[src/rtl/xlat_pkg.sv]
// Package: types shared by the translation cache modules.
// Assumes nothing beyond IEEE 1800-2017 packed structs.
package xlat_pkg;
    // Per-entry permission and status flags.
    typedef struct packed {
        logic rd;   // read allowed
        logic wr;   // write allowed
        logic usr;  // user mode allowed
        logic dty;  // page written since refill
    } page_flags_t;
endpackage

[src/rtl/xlat_perm_check.sv]
// Module: combinational permission test for one matched entry.
// Assumes flags come from the entry that matched; kernel mode ignores usr.
module xlat_perm_check
    import xlat_pkg::*;
(
    input  logic        is_write,
    input  logic        is_user,
    input  page_flags_t flags,
    output logic        allow
);
    // Select the access-type flag, then apply the privilege gate.
    always_comb begin
        allow = (is_write ? flags.wr : flags.rd) & (~is_user | flags.usr);
    end
endmodule

[src/rtl/xlat_entry_array.sv]
// Module: entry storage with parallel tag compare and an OR-based read mux.
// Assumes at most one valid entry holds any page number (the walker never
// refills a page that is already present).
module xlat_entry_array
    import xlat_pkg::*;
#(
    parameter int ENTRIES = 16,
    parameter int VPN_W   = 20,
    parameter int PPN_W   = 20,
    localparam int IDX_W  = $clog2(ENTRIES)
) (
    input  logic               clk,
    input  logic               rst_n,
    input  logic               flush,
    input  logic               fill_en,
    input  logic [IDX_W-1:0]   fill_idx,
    input  logic [VPN_W-1:0]   fill_vpn,
    input  logic [PPN_W-1:0]   fill_ppn,
    input  page_flags_t        fill_flags,
    input  logic               mark_en,
    input  logic [VPN_W-1:0]   lk_vpn,
    output logic [ENTRIES-1:0] valid_vec,
    output logic               hit,
    output logic [PPN_W-1:0]   hit_ppn,
    output page_flags_t        hit_flags
);
    logic               vld_q [ENTRIES];
    logic [VPN_W-1:0]   tag_q [ENTRIES];
    logic [PPN_W-1:0]   ppn_q [ENTRIES];
    page_flags_t        flg_q [ENTRIES];
    logic [ENTRIES-1:0] match;

    for (genvar i = 0; i < ENTRIES; i++) begin : g_ent
        // Entry update: flush beats refill, refill beats dirty marking.
        always_ff @(posedge clk) begin
            if (!rst_n) begin
                vld_q[i] <= 1'b0;
                tag_q[i] <= '0;
                ppn_q[i] <= '0;
                flg_q[i] <= '0;
            end else if (flush) begin
                vld_q[i] <= 1'b0;
            end else if (fill_en && fill_idx == IDX_W'(i)) begin
                vld_q[i] <= 1'b1;
                tag_q[i] <= fill_vpn;
                ppn_q[i] <= fill_ppn;
                flg_q[i] <= fill_flags;
            end else if (mark_en && match[i]) begin
                flg_q[i].dty <= 1'b1;
            end
        end
        assign match[i]     = vld_q[i] && (tag_q[i] == lk_vpn);
        assign valid_vec[i] = vld_q[i];
    end

    // Read mux: OR together the fields of the (single) matching entry.
    always_comb begin
        hit_ppn   = '0;
        hit_flags = '0;
        for (int i = 0; i < ENTRIES; i++) begin
            hit_ppn   = hit_ppn | ({PPN_W{match[i]}} & ppn_q[i]);
            hit_flags = hit_flags | ({4{match[i]}} & flg_q[i]);
        end
        hit = |match;
    end

    AST_MARK_NEEDS_HIT: assert property (@(posedge clk) disable iff (!rst_n)
        mark_en |-> hit);
endmodule

[src/rtl/xlat_victim_sel.sv]
// Module: refill slot choice: lowest empty slot, else a FIFO pointer.
// Assumes valid_vec reflects the array state before the current edge.
module xlat_victim_sel #(
    parameter int ENTRIES = 16,
    localparam int IDX_W  = $clog2(ENTRIES)
) (
    input  logic               clk,
    input  logic               rst_n,
    input  logic               flush,
    input  logic               fill_en,
    input  logic [ENTRIES-1:0] valid_vec,
    output logic [IDX_W-1:0]   victim_idx
);
    logic [IDX_W-1:0] ptr_q;
    logic [IDX_W-1:0] free_idx;
    logic             any_free;

    // Priority search for the lowest-numbered empty slot.
    always_comb begin
        free_idx = '0;
        for (int i = ENTRIES - 1; i >= 0; i--) begin
            if (!valid_vec[i]) free_idx = IDX_W'(i);
        end
        any_free   = ~&valid_vec;
        victim_idx = any_free ? free_idx : ptr_q;
    end

    // Pointer: cleared by flush, advanced only on a full-array refill.
    always_ff @(posedge clk) begin
        if (!rst_n || flush) begin
            ptr_q <= '0;
        end else if (fill_en && !any_free) begin
            ptr_q <= (ptr_q == IDX_W'(ENTRIES - 1)) ? '0 : ptr_q + 1'b1;
        end
    end

    AST_FREE_SLOT_FIRST: assert property (@(posedge clk) disable iff (!rst_n)
        (fill_en && !(&valid_vec)) |-> !valid_vec[victim_idx]);
    AST_PTR_CLEARED: assert property (@(posedge clk) disable iff (!rst_n)
        flush |=> (ptr_q == '0));
    AST_PTR_STEPS: assert property (@(posedge clk) disable iff (!rst_n)
        (fill_en && !flush && (&valid_vec) && ptr_q != IDX_W'(ENTRIES - 1))
        |=> (ptr_q == $past(ptr_q) + 1'b1));
endmodule

[src/rtl/xlat_cache.sv]
// Module: top of the fully associative translation cache.
// Combinational lookup: outputs follow lk_* in the same cycle; refill,
// flush and dirty marking take effect at the next rising edge.
module xlat_cache
    import xlat_pkg::*;
#(
    parameter int ENTRIES = 16,
    parameter int VPN_W   = 20,
    parameter int PPN_W   = 20,
    parameter int OFF_W   = 12,
    localparam int VA_W   = VPN_W + OFF_W,
    localparam int PA_W   = PPN_W + OFF_W,
    localparam int IDX_W  = $clog2(ENTRIES)
) (
    input  logic             clk,
    input  logic             rst_n,
    input  logic             lk_valid,
    input  logic [VA_W-1:0]  lk_vaddr,
    input  logic             lk_write,
    input  logic             lk_user,
    output logic             pa_valid,
    output logic [PA_W-1:0]  pa_addr,
    output logic             miss,
    output logic             prot_fault,
    output logic             hit_dirty,
    input  logic             fill_en,
    input  logic [VPN_W-1:0] fill_vpn,
    input  logic [PPN_W-1:0] fill_ppn,
    input  logic             fill_rd,
    input  logic             fill_wr,
    input  logic             fill_usr,
    input  logic             fill_dirty,
    input  logic             flush
);
    logic [VPN_W-1:0]   lk_vpn;
    logic [ENTRIES-1:0] valid_vec;
    logic [IDX_W-1:0]   victim_idx;
    logic               hit;
    logic [PPN_W-1:0]   hit_ppn;
    page_flags_t        hit_flags;
    page_flags_t        fill_flags;
    logic               allow;
    logic               mark_en;

    assign lk_vpn     = lk_vaddr[VA_W-1:OFF_W];
    assign fill_flags = '{rd: fill_rd, wr: fill_wr, usr: fill_usr, dty: fill_dirty};

    xlat_entry_array #(.ENTRIES(ENTRIES), .VPN_W(VPN_W), .PPN_W(PPN_W)) u_array (
        .clk(clk), .rst_n(rst_n), .flush(flush),
        .fill_en(fill_en), .fill_idx(victim_idx), .fill_vpn(fill_vpn),
        .fill_ppn(fill_ppn), .fill_flags(fill_flags), .mark_en(mark_en),
        .lk_vpn(lk_vpn), .valid_vec(valid_vec), .hit(hit),
        .hit_ppn(hit_ppn), .hit_flags(hit_flags)
    );

    xlat_victim_sel #(.ENTRIES(ENTRIES)) u_victim (
        .clk(clk), .rst_n(rst_n), .flush(flush), .fill_en(fill_en),
        .valid_vec(valid_vec), .victim_idx(victim_idx)
    );

    xlat_perm_check u_perm (
        .is_write(lk_write), .is_user(lk_user), .flags(hit_flags), .allow(allow)
    );

    // Outcome decode: permitted hit, fault or miss, plus dirty reporting.
    always_comb begin
        pa_valid   = lk_valid & hit & allow;
        prot_fault = lk_valid & hit & ~allow;
        miss       = lk_valid & ~hit;
        hit_dirty  = lk_valid & hit & hit_flags.dty;
        pa_addr    = pa_valid ? {hit_ppn, lk_vaddr[OFF_W-1:0]} : '0;
        mark_en    = pa_valid & lk_write & ~hit_flags.dty;
    end

    AST_ONE_OUTCOME: assert property (@(posedge clk) disable iff (!rst_n)
        $onehot0({pa_valid, miss, prot_fault}));
    AST_IDLE_QUIET: assert property (@(posedge clk) disable iff (!rst_n)
        !lk_valid |-> !(pa_valid || miss || prot_fault || hit_dirty));
    AST_FLUSH_EMPTIES: assert property (@(posedge clk) disable iff (!rst_n)
        flush |=> (!lk_valid || miss));
    AST_FILL_VISIBLE: assert property (@(posedge clk) disable iff (!rst_n)
        (fill_en && !flush) |=>
        (!lk_valid || lk_vpn != $past(fill_vpn) || !miss));
    AST_DIRTY_STICKS: assert property (@(posedge clk) disable iff (!rst_n)
        (pa_valid && lk_write && !flush && !fill_en) |=>
        ((!lk_valid || lk_vpn != $past(lk_vpn) || miss) || hit_dirty));
endmodule

[config.mk]
export PLATFORM = sky130hd
export DESIGN_NAME = xlat_cache
export DESIGN_NICKNAME = d
export VERILOG_FILES = /design/src/rtl/xlat_pkg.sv /design/src/rtl/xlat_perm_check.sv /design/src/rtl/xlat_entry_array.sv /design/src/rtl/xlat_victim_sel.sv /design/src/rtl/xlat_cache.sv
export SDC_FILE = /design/constraint.sdc
export NUM_CORES = 1
export LEC_CHECK = 0
export ABC_AREA = 1
export BUFFER_PORTS_ARGS = -buffer_cell sky130_fd_sc_hd__buf_2
export CORE_UTILIZATION = 35
export DETAILED_ROUTE_END_ITERATION = 8
export HOLD_SLACK_MARGIN = 0.03
export SKIP_LAST_GASP = 1
export SYNTH_ARGS = -nofsm -noshare
export SYNTH_HDL_FRONTEND = slang
export SYNTH_SLANG_ARGS = --single-unit
[constraint.sdc]
create_clock -name clk -period 6.61 [get_ports clk]
set_input_delay 0.9915 -clock clk [delete_from_list [all_inputs] [get_ports clk]]
set_output_delay 0.9915 -clock clk [all_outputs]
set_load 0.03 [all_outputs]
; Word-level counts from Yosys, hierarchy flattened
; Memories as Yosys holds them, arrays and structs flattened.
; Cells that the tools add are included.
[totals]
ff_bits = 4
ram_bits = 720
input_bits = 83
output_inout_bits = 36
wordCells = 527
memories = 4
[memory_table]
columns = name, words, word_bits, rd, rd_ports_with_merged_regs, wr, line_no
row1 = u_array.ppn_q, 16, 20, 16, 0, 16, xlat_entry_array.sv:29  ; logic [PPN_W-1:0] ppn_q [ENTRIES];
row2 = u_array.tag_q, 16, 20, 16, 0, 16, xlat_entry_array.sv:28  ; logic [VPN_W-1:0] tag_q [ENTRIES];
row3 = u_array.flg_q, 16, 4, 16, 0, 16, xlat_entry_array.sv:30  ; page_flags_t flg_q [ENTRIES];
row4 = u_array.vld_q, 16, 1, 16, 0, 16, xlat_entry_array.sv:27  ; logic vld_q [ENTRIES];
[op_classes]
n_addsub = 1
eq_ne = 32
mux = 264
bitwise = 171
reduce_logical = 54
[op_table]
columns = operator, count
row1 = 20-bit two-way mux, 32
row2 = 20-bit bitwise AND, 16
row3 = 20-bit equality test, 16
row4 = 20-bit OR, 15
row5 = 1-bit two-way mux, 197
row6 = 4-bit two-way mux, 34
row7 = 1-bit OR, 97
row8 = 4-bit bitwise AND, 16
row9 = 4-bit OR, 15
row10 = 1-bit logical AND, 49
row11 = "4-bit equality test, second input constant", 9
row12 = 32-bit two-way mux, 1
row13 = "4-bit by 3-bit equality test with 1-bit output, second input constant", 4
row14 = 16-bit AND reduction, 1
row15 = 16-bit OR reduction, 1
row16 = 1-bit bitwise AND, 8
row17 = "4-bit by 2-bit equality test with 1-bit output, second input constant", 2
row18 = "4-bit by 1-bit adder with 4-bit output, second input constant", 1
row19 = "4-bit by 1-bit equality test with 1-bit output, second input constant", 1
row20 = 4-bit zero test, 1
row21 = 1-bit inverter, 4
row22 = 1-bit zero test, 1
row23 = 1-bit logical OR, 1

; Longest topological paths before layout
; Gate-level depths: netlist of the first run.
; An unclocked memory read counts as a cell.
[logic_depth]
ltp_word = 31
ltp_mapped = 24
depth_no_buf = 23

; Cells and area by module
; Synthesis of the first run repeated with hierarchy kept, for this count alone.
[hier_totals]
cells_unflattened = 4287
area_unflattened_um2 = 36301.1
[modules_own_cells]
columns = mod, instances, cells_each, area_per_inst_um2, seq_area_each_um2
row1 = xlat_entry_array, 1, 4132, 35502.8, 21610.7
row2 = xlat_victim_sel, 1, 71, 411.6, 80.1
row3 = xlat_cache, 1, 77, 355.3, 0.0
row4 = xlat_perm_check, 1, 7, 31.3, 0.0

; Worst setup path after synthesis of the first run
; Ideal clock, no wire load.
[synth_path]
path_kind = input to register
from = input port fill_en
to = memory u_array.flg_q[0][16] (netlist name), enable pin
setup_ps = 303
arrival_ps = 4910
required_ps = 6307
path_slack_ps = 1398
path_stages = 8
path_buffers = 0
path_cell_list = inv_1 > nor2_1 > inv_1 > nor2_2 > nand4_1 > o21ai_0 > inv_1 > nand2_1
[synth_lines]
columns = item, line_no
row1 = start: declaration, xlat_cache.sv:26  ; input logic fill_en,
row2 = end: declaration, xlat_entry_array.sv:30

; Worst setup path after layout of the first run
[layout_path]
from = input port lk_vaddr[25]
to = output port pa_addr[31]
[layout_between]
elab_chain_cells = 22
elab_cells_between_ends = 101
classes_between = eq/ne: 16 / mux: 2 / bitwise: 66 / reduce/logical: 17
[layout_rtl]
columns = item, line_no
row1 = start: declaration, xlat_cache.sv:18  ; input logic [VA_W-1:0] lk_vaddr,
row2 = 20-bit equality test, xlat_entry_array.sv:52  ; assign match[i] = vld_q[i] && (tag_q[i] == lk_vpn);
row3 = 1-bit logical AND, xlat_entry_array.sv:52
row4 = 4-bit bitwise AND, xlat_entry_array.sv:62  ; hit_flags = hit_flags | ({4{match[i]}} & flg_q[i]);
row5 = 4-bit OR (15 in series), xlat_entry_array.sv:62
row6 = 1-bit two-way mux or 1-bit OR (tied branches), xlat_perm_check.sv:13  ; allow = (is_write ? flags.wr : flags.rd) & (~is_user | flags.usr);
row7 = 1-bit bitwise AND, xlat_perm_check.sv:13
row8 = 1-bit bitwise AND, xlat_cache.sv:67  ; pa_valid = lk_valid & hit & allow;
row9 = 32-bit two-way mux (*), xlat_cache.sv:71  ; pa_addr = pa_valid ? {hit_ppn, lk_vaddr[OFF_W-1:0]} : '0;
row10 = end: declaration, xlat_cache.sv:22  ; output logic [PA_W-1:0] pa_addr,
; Mark *: on every way between the ends. The rest lies on a longest branch, timed or not.

==> PnR_summary.wiki, run 1 <==
{| class="wikitable"
! Metric !! Value
|-
| Outcome || complete, but fails checks
|-
| Violations in the final reports || design-rule violations
|-
| Overall die area || 99,400 sq um
|-
| Nature of the critical path endpoint || primary output
|-
| Largest net degree at the start of global routing || 45
|-
| Die width || 315 microns
|-
| TritonCTS Buffers || 73
|-
| Leak || 15.9 nW
|-
| TritonCTS clock tree || built
|-
| Routed wire length || 127,000 microns
|-
| Mapped Cells || 3,559
|-
| Number of setup violations in the final report || 0
|-
| Most used standard cell by instance count after synthesis || sky130_fd_sc_hd__nor2_1
|-
| Clock transition at the registers of the reported paths || 0.06 ns
|-
| Final routed wire length divided by cell count || 25.7 microns
|-
| Via count of the routed design || 26,574
|-
| Final-report max-slew violation count || 0
|-
| Launch point of the worst hold path || u_victim.ptr_q[3]
|-
| Setup WS post-layout || 0.911 ns
|-
| GRT Util Overall || 0.254
|-
| Relative contribution of combinational cells to total power || 0.065
|-
| Yosys top cell area share || 0.629
|-
| Cell count after placement || 4,809
|-
| Internal Power || 7.75 mW
|-
| Peak supply drop || 0.189 mV
|-
| Flop-to-flop setup slack || 2.21 ns
|-
| Count of flip-flops with a built-in enable after synthesis || 719
|-
| Post-route DRC violation count || 3
|-
| Final critical-path share of the clock period || 0.862
|-
| Post-cts gate resize count || 0
|-
| Final period demand of the worst path || 5.70 ns
|-
| Power share of the sequential group || 0.517
|-
| Clock tree skew after final layout || 0.0199 ns
|-
| Post-synth design cell area || 34,400 sq um
|-
| Switching Power || 2.48 mW
|-
| Area leader, netlist || sky130_fd_sc_hd__edfxtp_1
|-
| Last weighted congestion value of the routability-driven placer || 0.972
|-
| Average cell area after synthesis || 9.65 sq um
|-
| Count of standard-cell rows || 114
|-
| Starting density of the core || 0.354
|-
| Iteration count of the initial detailed-routing pass || 8
|-
| Capturing point of the worst reg2reg path || u_array.flg_q[1][28]
|-
| Number of antenna violations at the first check in global routing || 5
|-
| Number of hold buffers added after cts || 0
|-
| Total half-perimeter wirelength after legalization and detailed placement || 79,200 microns
|-
| Number of H-tree levels || 3
|-
| Critical path data required time || 5.62 ns
|-
| Core Box Area || 97,000 sq um
|-
| Reg2reg start || u_array.vld_q[2][0]
|-
| Post-Syn Nets || 3,643
|-
| Post-route design area || 38,300 sq um
|-
| Worst R2R Path Depth || 11
|-
| Vert. Die Dim || 315 microns
|-
| Yosys Warn Count || 0
|-
| Vias in the first global route || 24,641
|-
| Diode insertion count for antenna repair || 0
|-
| Count of state elements after synthesis || 724
|-
| Number of filler instances in the final layout || 9,475
|-
| Number of input and output port buffers inserted || 118
|-
| Vias/cell || 5.38
|-
| Core utilization of the finished layout || 0.395
|-
| Number of standard cells in the final layout excluding fillers || 4,943
|-
| Sequential cell area || 21,700 sq um
|-
| Headroom to the max-slew limit || 0.153
|-
| Hold Crit Endpoint || u_victim.ptr_q[3]
|-
| Total I/O pin count || 119
|-
| Top post-synthesis cells by count || 922 x sky130_fd_sc_hd__nor2_1, 869 x sky130_fd_sc_hd__nand2_1, 719 x sky130_fd_sc_hd__edfxtp_1, 257 x sky130_fd_sc_hd__inv_1, 133 x sky130_fd_sc_hd__o21ai_0
|-
| Worst hold-check path type || reg -> reg
|-
| Clock root buffer master || sky130_fd_sc_hd__clkbuf_16
|-
| Hold Crit Depth || 1
|-
| Top FF cell, synth || sky130_fd_sc_hd__edfxtp_1
|-
| Smallest hold slack || 0.491 ns
|-
| Highest attainable clock frequency || 175 MHz
|-
| Final #Nets || 3,692
|-
| Leading post-synthesis cells by cell area || sky130_fd_sc_hd__edfxtp_1 63%, sky130_fd_sc_hd__nor2_1 10%, sky130_fd_sc_hd__nand2_1 9.5%
|-
| Ys async rst share || 0
|-
| Global-route congestion overflow total || 0
|-
| Pwr Density || 267 nW/um^2
|-
| Worst EP arrival || 4.71 ns
|-
| Number of routed nets with antenna violations || 0
|-
| Portion of total power attributed to the clock network || 0.418
|-
| Setup tns final || 0 ns
|-
| Least-Margin Pin Slew || 1.27 ns
|-
| Maximum count of clock buffers along a single path || 3
|-
| Post-CTS setup buffer count || 0
|-
| Proportion of layout cells with a drive suffix above 1 || 0.109
|-
| Initial drt markers || 4,200
|-
| Layout-stage area growth over the synthesis result || 11.5%
|-
| RSZ-0062 raised after global routing || false
|-
| Total area of multi-input combinational cells || 10,500 sq um
|-
| Wire length of the first global-routing pass || 179,000 microns
|-
| Crit path max fanout || 21
|-
| Clock latency on the worst-skew pair || 0.65 ns
|-
| Number of hold-slack violations in the final timing report || 0
|-
| Part of the Yosys area used for sequential elements || 0.631
|-
| Cell variety after synth || 41
|-
| Switching power share of the total || 0.243
|-
| Crit Path Class || in -> out
|-
| Cell area reported after detailed placement || 35,900 sq um
|-
| CP startpoint || lk_vaddr[25]
|-
| Total chip power || 10.2 mW
|-
| Startpoint class of the critical path || input port
|-
| Post-Place Worst Slack || 0.952 ns
|-
| Clock sinks || 724
|-
| Max-Cap Viols || 0
|}
-- critical path: stages --
cell and delay (ns):
sky130_fd_sc_hd__buf_2 0.17, sky130_fd_sc_hd__inv_1 0.72, sky130_fd_sc_hd__o21ai_0 0.19, sky130_fd_sc_hd__nor2_1 0.13
sky130_fd_sc_hd__nand2_1 0.06, sky130_fd_sc_hd__nor2_1 0.22, sky130_fd_sc_hd__nand3_2 0.19, sky130_fd_sc_hd__inv_2 0.52
sky130_fd_sc_hd__a21oi_1 0.13, sky130_fd_sc_hd__nand3_1 0.11, sky130_fd_sc_hd__nor2_1 0.07, sky130_fd_sc_hd__nor2_4 0.13
sky130_fd_sc_hd__nand3_4 0.29, sky130_fd_sc_hd__inv_4 0.36, sky130_fd_sc_hd__and2_2 0.19, sky130_fd_sc_hd__buf_2 0.19
-- layer usage --
| metal | track usage | part of all wire | vias up |
|---|---|---|---|
| met5 | 0.00677 | 0.00091 | - |
| met3 | 0.0524 | 0.12 | 223 |
| li1 | - | - | 11770 |
| met4 | 0.0863 | 0.034 | 8 |
| met1 | 0.349 | 0.39 | 12893 |
| met2 | 0.398 | 0.45 | 1680 |
-- worst max path at each step --
| stage | end | slack [ns] | depth (start not counted) |
|---|---|---|---|
| final | pa_addr[31] | 0.91 | 16 |
| after global routing | pa_addr[30] | 0.76 | 17 |
| after CTS | pa_addr[12] | 0.96 | 17 |
| after detailed placement | pa_addr[31] | 0.95 | 17 |
| after global placement | pa_addr[31] | 1.01 | 16 |
| after floorplan | u_array.flg_q[0][16] | 1.40 | 8 |
-- cell type report --
class	count	area share
sequential	724	0.566
multi-input combinational	2335	0.274
clock buffer	93	0.0497
tap	1276	0.0417
inverter	302	0.0299
timing repair buffer	172	0.0260
clock inverter	41	0.0124
-- flip-flops by register name (all words and copies together), names as in the netlist --
name / count
u_array.flg_q: 64
u_array.ppn_q: 320
u_array.tag_q: 320
u_array.vld_q: 16
u_victim.ptr_q: 4
-- cell families after synthesis --
group           Yosys count  share of synthesized area
compound gates          264                     0.0481
simple gates           1994                      0.234
flops                   724                      0.631
xor+xnor                 76                     0.0194
fa+ha+maj                 1                   0.000364
buf+inv                 500                     0.0670
-- layout by cell type (no fill, tap or decap), drive strengths merged, types with 5 or more instances in the layout --
cell type  Yosys  layout
o211ai        10      10
nor2         954     954
edfxtp       719     719
a21oi          8       8
clkinv         2      24
and2          16      16
nand3         62      62
buf          106     172
inv          300     305
or2            5       5
nand2        873     873
xor2          37      37
a22oi          8       8
o21ai        160     160
dfxtp          5       5
a221oi        72      72
xnor2         39      39
bufinv         0       9
nand4         82      82
clkbuf        92      93
clkinvlp       0       5
-- power groups by stage --
stage                     combinational [mW]  clock (mW)  sequential (mW)
after detailed placement               0.647           0             5.38
after global placement                 0.644           0             5.38
after global routing                   0.699        4.46             5.30
after CTS                              0.649        4.27             5.28
final                                  0.663        4.28             5.29
after floorplan                        0.367           0             5.37
Power figures use the tool's default switching activity.
==> run 2, diff against run 1 <==
--- a/config.mk
+++ b/config.mk
@@ -7,9 +7,12 @@
 export LEC_CHECK = 0
 export ABC_AREA = 1
 export BUFFER_PORTS_ARGS = -buffer_cell sky130_fd_sc_hd__buf_2
+export CELL_PAD_IN_SITES_DETAIL_PLACEMENT = 2
+export CELL_PAD_IN_SITES_GLOBAL_PLACEMENT = 2
 export CORE_UTILIZATION = 35
 export DETAILED_ROUTE_END_ITERATION = 8
 export HOLD_SLACK_MARGIN = 0.03
+export PLACE_DENSITY_LB_ADDON = 0.1
 export SKIP_LAST_GASP = 1
 export SYNTH_ARGS = -nofsm -noshare
 export SYNTH_HDL_FRONTEND = slang
==> PnR_summary.wiki, run 2 (synthesis results as in run 1) <==
{| class="wikitable"
! Metric !! Value
|-
| Number of routed nets with antenna violations || 0 (unchanged)
|-
| Starting density of the core || 0.354 (unchanged)
|-
| Total half-perimeter wirelength after legalization and detailed placement || 102,000 microns (+28%)
|-
| Worst R2R Path Depth || 23 (+12)
|-
| Total area of multi-input combinational cells || 10,500 sq um (about the same)
|-
| Maximum count of clock buffers along a single path || 3 (unchanged)
|-
| Worst EP arrival || 4.72 ns (about the same)
|-
| Reg2reg start || u_array.vld_q[3][3]
|-
| Vert. Die Dim || 315 microns (unchanged)
|-
| Max-Cap Viols || 0 (unchanged)
|-
| Critical path data required time || 5.62 ns (about the same)
|-
| Peak supply drop || 0.170 mV (-9.7%)
|-
| Pwr Density || 276 nW/um^2 (+3.4%)
|-
| Iteration count of the initial detailed-routing pass || 7 (-1)
|-
| Launch point of the worst hold path || u_victim.ptr_q[1]
|-
| Via count of the routed design || 27,852 (+4.8%)
|-
| Clock transition at the registers of the reported paths || 0.06 ns (about the same)
|-
| Nature of the critical path endpoint || primary output
|-
| Most used cells in the layout excluding fill and tap cells || 922 x sky130_fd_sc_hd__nor2_1, 865 x sky130_fd_sc_hd__nand2_1, 719 x sky130_fd_sc_hd__edfxtp_1
|-
| Clock latency on the worst-skew pair || 0.67 ns (+0.02 ns)
|-
| TritonCTS Buffers || 86 (+18%)
|-
| Routed wire length || 159,000 microns (+25%)
|-
| TritonCTS clock tree || built
|-
| Crit path capture || pa_addr[14]
|-
| Crit Path Class || in -> out
|-
| Top Registers || u_array.ppn_q (320), u_array.tag_q (320), u_array.flg_q (64)
|-
| Highest attainable clock frequency || 175 MHz (-0.19%)
|-
| Final-report max-slew violation count || 0 (unchanged)
|-
| CP startpoint || lk_vaddr[25]
|-
| Proportion of layout cells with a drive suffix above 1 || 0.116 (+0.00694)
|-
| Master of the slowest instance on the critical path || sky130_fd_sc_hd__inv_1
|-
| Layout-stage area growth over the synthesis result || 13.1%
|-
| Number of hold buffers added after cts || 0 (unchanged)
|-
| Worst hold-check path type || reg -> reg
|-
| Last weighted congestion value of the routability-driven placer || 0.887 (-8.7%)
|-
| Post-route DRC violation count || 0 (-3)
|-
| Clock root buffer master || sky130_fd_sc_hd__clkbuf_16
|-
| Critical path, cell by cell || buf_2, inv_1, buf_4, nand2_1, o21ai_0, nor2_1, nand2_1, nor2_1, nand3_1, inv_1, buf_4, nand2_1, nand2_1, a221oi_1, nand4_1, and2_1, buf_2
|-
| RSZ-0062 raised after global routing || false
|-
| Final #Nets || 3,728 (+0.98%)
|-
| Capturing point of the worst reg2reg path || u_array.tag_q[2][17]
|-
| Vias in the first global route || 29,979 (+22%)
|-
| Startpoint class of the critical path || input port
|-
| Flop-to-flop setup slack || 2.42 ns (+0.21 ns)
|-
| Vias/cell || 5.58 (+3.8%)
|-
| Overall die area || 99,400 sq um (unchanged)
|-
| GRT Util Overall || 0.321 (+0.0663)
|-
| Core Box Area || 97,000 sq um (unchanged)
|-
| Number of antenna violations at the first check in global routing || 3 (-2)
|-
| Total I/O pin count || 119 (unchanged)
|-
| Headroom to the max-slew limit || 0.0582 (-0.0950)
|-
| Diode insertion count for antenna repair || 0 (unchanged)
|-
| Clock sinks || 724 (unchanged)
|-
| Setup tns final || 0 ns (unchanged)
|-
| Outcome || finished clean
|-
| Post-CTS setup buffer count || 0 (unchanged)
|-
| Number of input and output port buffers inserted || 118 (unchanged)
|-
| Die width || 315 microns (unchanged)
|-
| Least-Margin Pin Slew || 1.41 ns (+0.142 ns)
|-
| Final critical-path share of the clock period || 0.864 (+0.00167)
|-
| Final period demand of the worst path || 5.71 ns (+0.0111 ns)
|-
| Total chip power || 10.7 mW (+4.9%)
|-
| Leak || 16.2 nW (+1.8%)
|-
| Crit-path most repeated cell || sky130_fd_sc_hd__nand2_1
|-
| Initial drt markers || 2,421 (-42%)
|-
| Sequential cell area || 21,700 sq um (unchanged)
|-
| Clock tree skew after final layout || 0.0200 ns (+0.0000839 ns)
|-
| Number of H-tree levels || 3 (unchanged)
|-
| Crit path max fanout || 15 (-29%)
|-
| Final routed wire length divided by cell count || 32.0 microns (+24%)
|-
| Post-cts gate resize count || 0 (unchanged)
|-
| Largest net degree at the start of global routing || 45 (unchanged)
|-
| Wire length of the first global-routing pass || 223,000 microns (+24%)
|-
| Number of hold-slack violations in the final timing report || 0 (unchanged)
|-
| Global-route congestion overflow total || 0 (unchanged)
|-
| Number of filler instances in the final layout || 10,551 (+11%)
|-
| Most frequent standard cell in the layout excluding fill and tap cells || sky130_fd_sc_hd__nor2_1
|-
| Number of setup violations in the final report || 0 (unchanged)
|-
| Crit path largest cell delay || 0.54 ns (-0.18 ns)
|-
| Count of standard-cell rows || 114 (unchanged)
|}
run 2: cell types whose count changed in the layout (fill, tap and decap cells not counted), moves of 3 or more:
cell and delta:
sky130_fd_sc_hd__bufinv_16 -4, sky130_fd_sc_hd__clkinvlp_4 -4, sky130_fd_sc_hd__buf_4 +19, sky130_fd_sc_hd__clkinv_2 +3
sky130_fd_sc_hd__clkinv_1 +19, sky130_fd_sc_hd__clkbuf_16 +15, sky130_fd_sc_hd__buf_12 +4, sky130_fd_sc_hd__clkbuf_8 +3
run 2: worst min-delay path by stage:
stage / to / slack [ns] / cells past startpoint
6_report: u_victim.ptr_q[1] / 0.53 / 2
3_3_place_gp: u_victim.ptr_q[3] / 0.48 / 1
5_1_grt: u_victim.ptr_q[3] / 0.55 / 1
3_5_place_dp: u_victim.ptr_q[3] / 0.52 / 1
4_1_cts: u_victim.ptr_q[1] / 0.53 / 2
2_1_floorplan: u_victim.ptr_q[3] / 0.46 / 1
run 2: layout make-up:
class,instances,share of cell area
tap,1276,0.0411
sequential,724,0.558
multi-input combinational,2335,0.271
clock inverter,50,0.00950
inverter,302,0.0295
timing repair buffer,195,0.0314
clock buffer,109,0.0595
run 2: critical path, delay by kind of cell:
family / cells / cell delay [ns]
and+or+nand+nor: 9 / 1.47
AOI/OAI and AO/OA: 2 / 0.21
buffers and inverters: 6 / 1.99
run 2: metal layers:
metal | part of all wire | track usage
met4 | 0.044 | 0.132
met3 | 0.047 | 0.0345
met5 | 0 | 0
met2 | 0.51 | 0.572
met1 | 0.40 | 0.392
run 2: where the power goes:
group          total [mW]  switching, mW  leakage, nW  internal (mW)
Sequential           5.30         0.0866         7.48           5.21
Clock                4.71           2.05         1.32           2.66
Combinational       0.727          0.588         7.41          0.139
Total                10.7           2.72         16.2           8.01
run 2: through the flow:
step | setup slack, ns | util | hold WS, ns | cell area, sq um | std cells
after floorplan | 1.40 | - | 0.455 | 34400 | 3559
after global placement | 1.07 | 0.373 | 0.482 | 36200 | 4832
after detailed placement | 0.977 | 0.373 | 0.519 | 36200 | 4832
after CTS | 0.966 | 0.400 | 0.528 | 38800 | 4991
after global routing | 0.745 | 0.400 | 0.553 | 38800 | 4991
final | 0.900 | 0.400 | 0.529 | 38800 | 4991
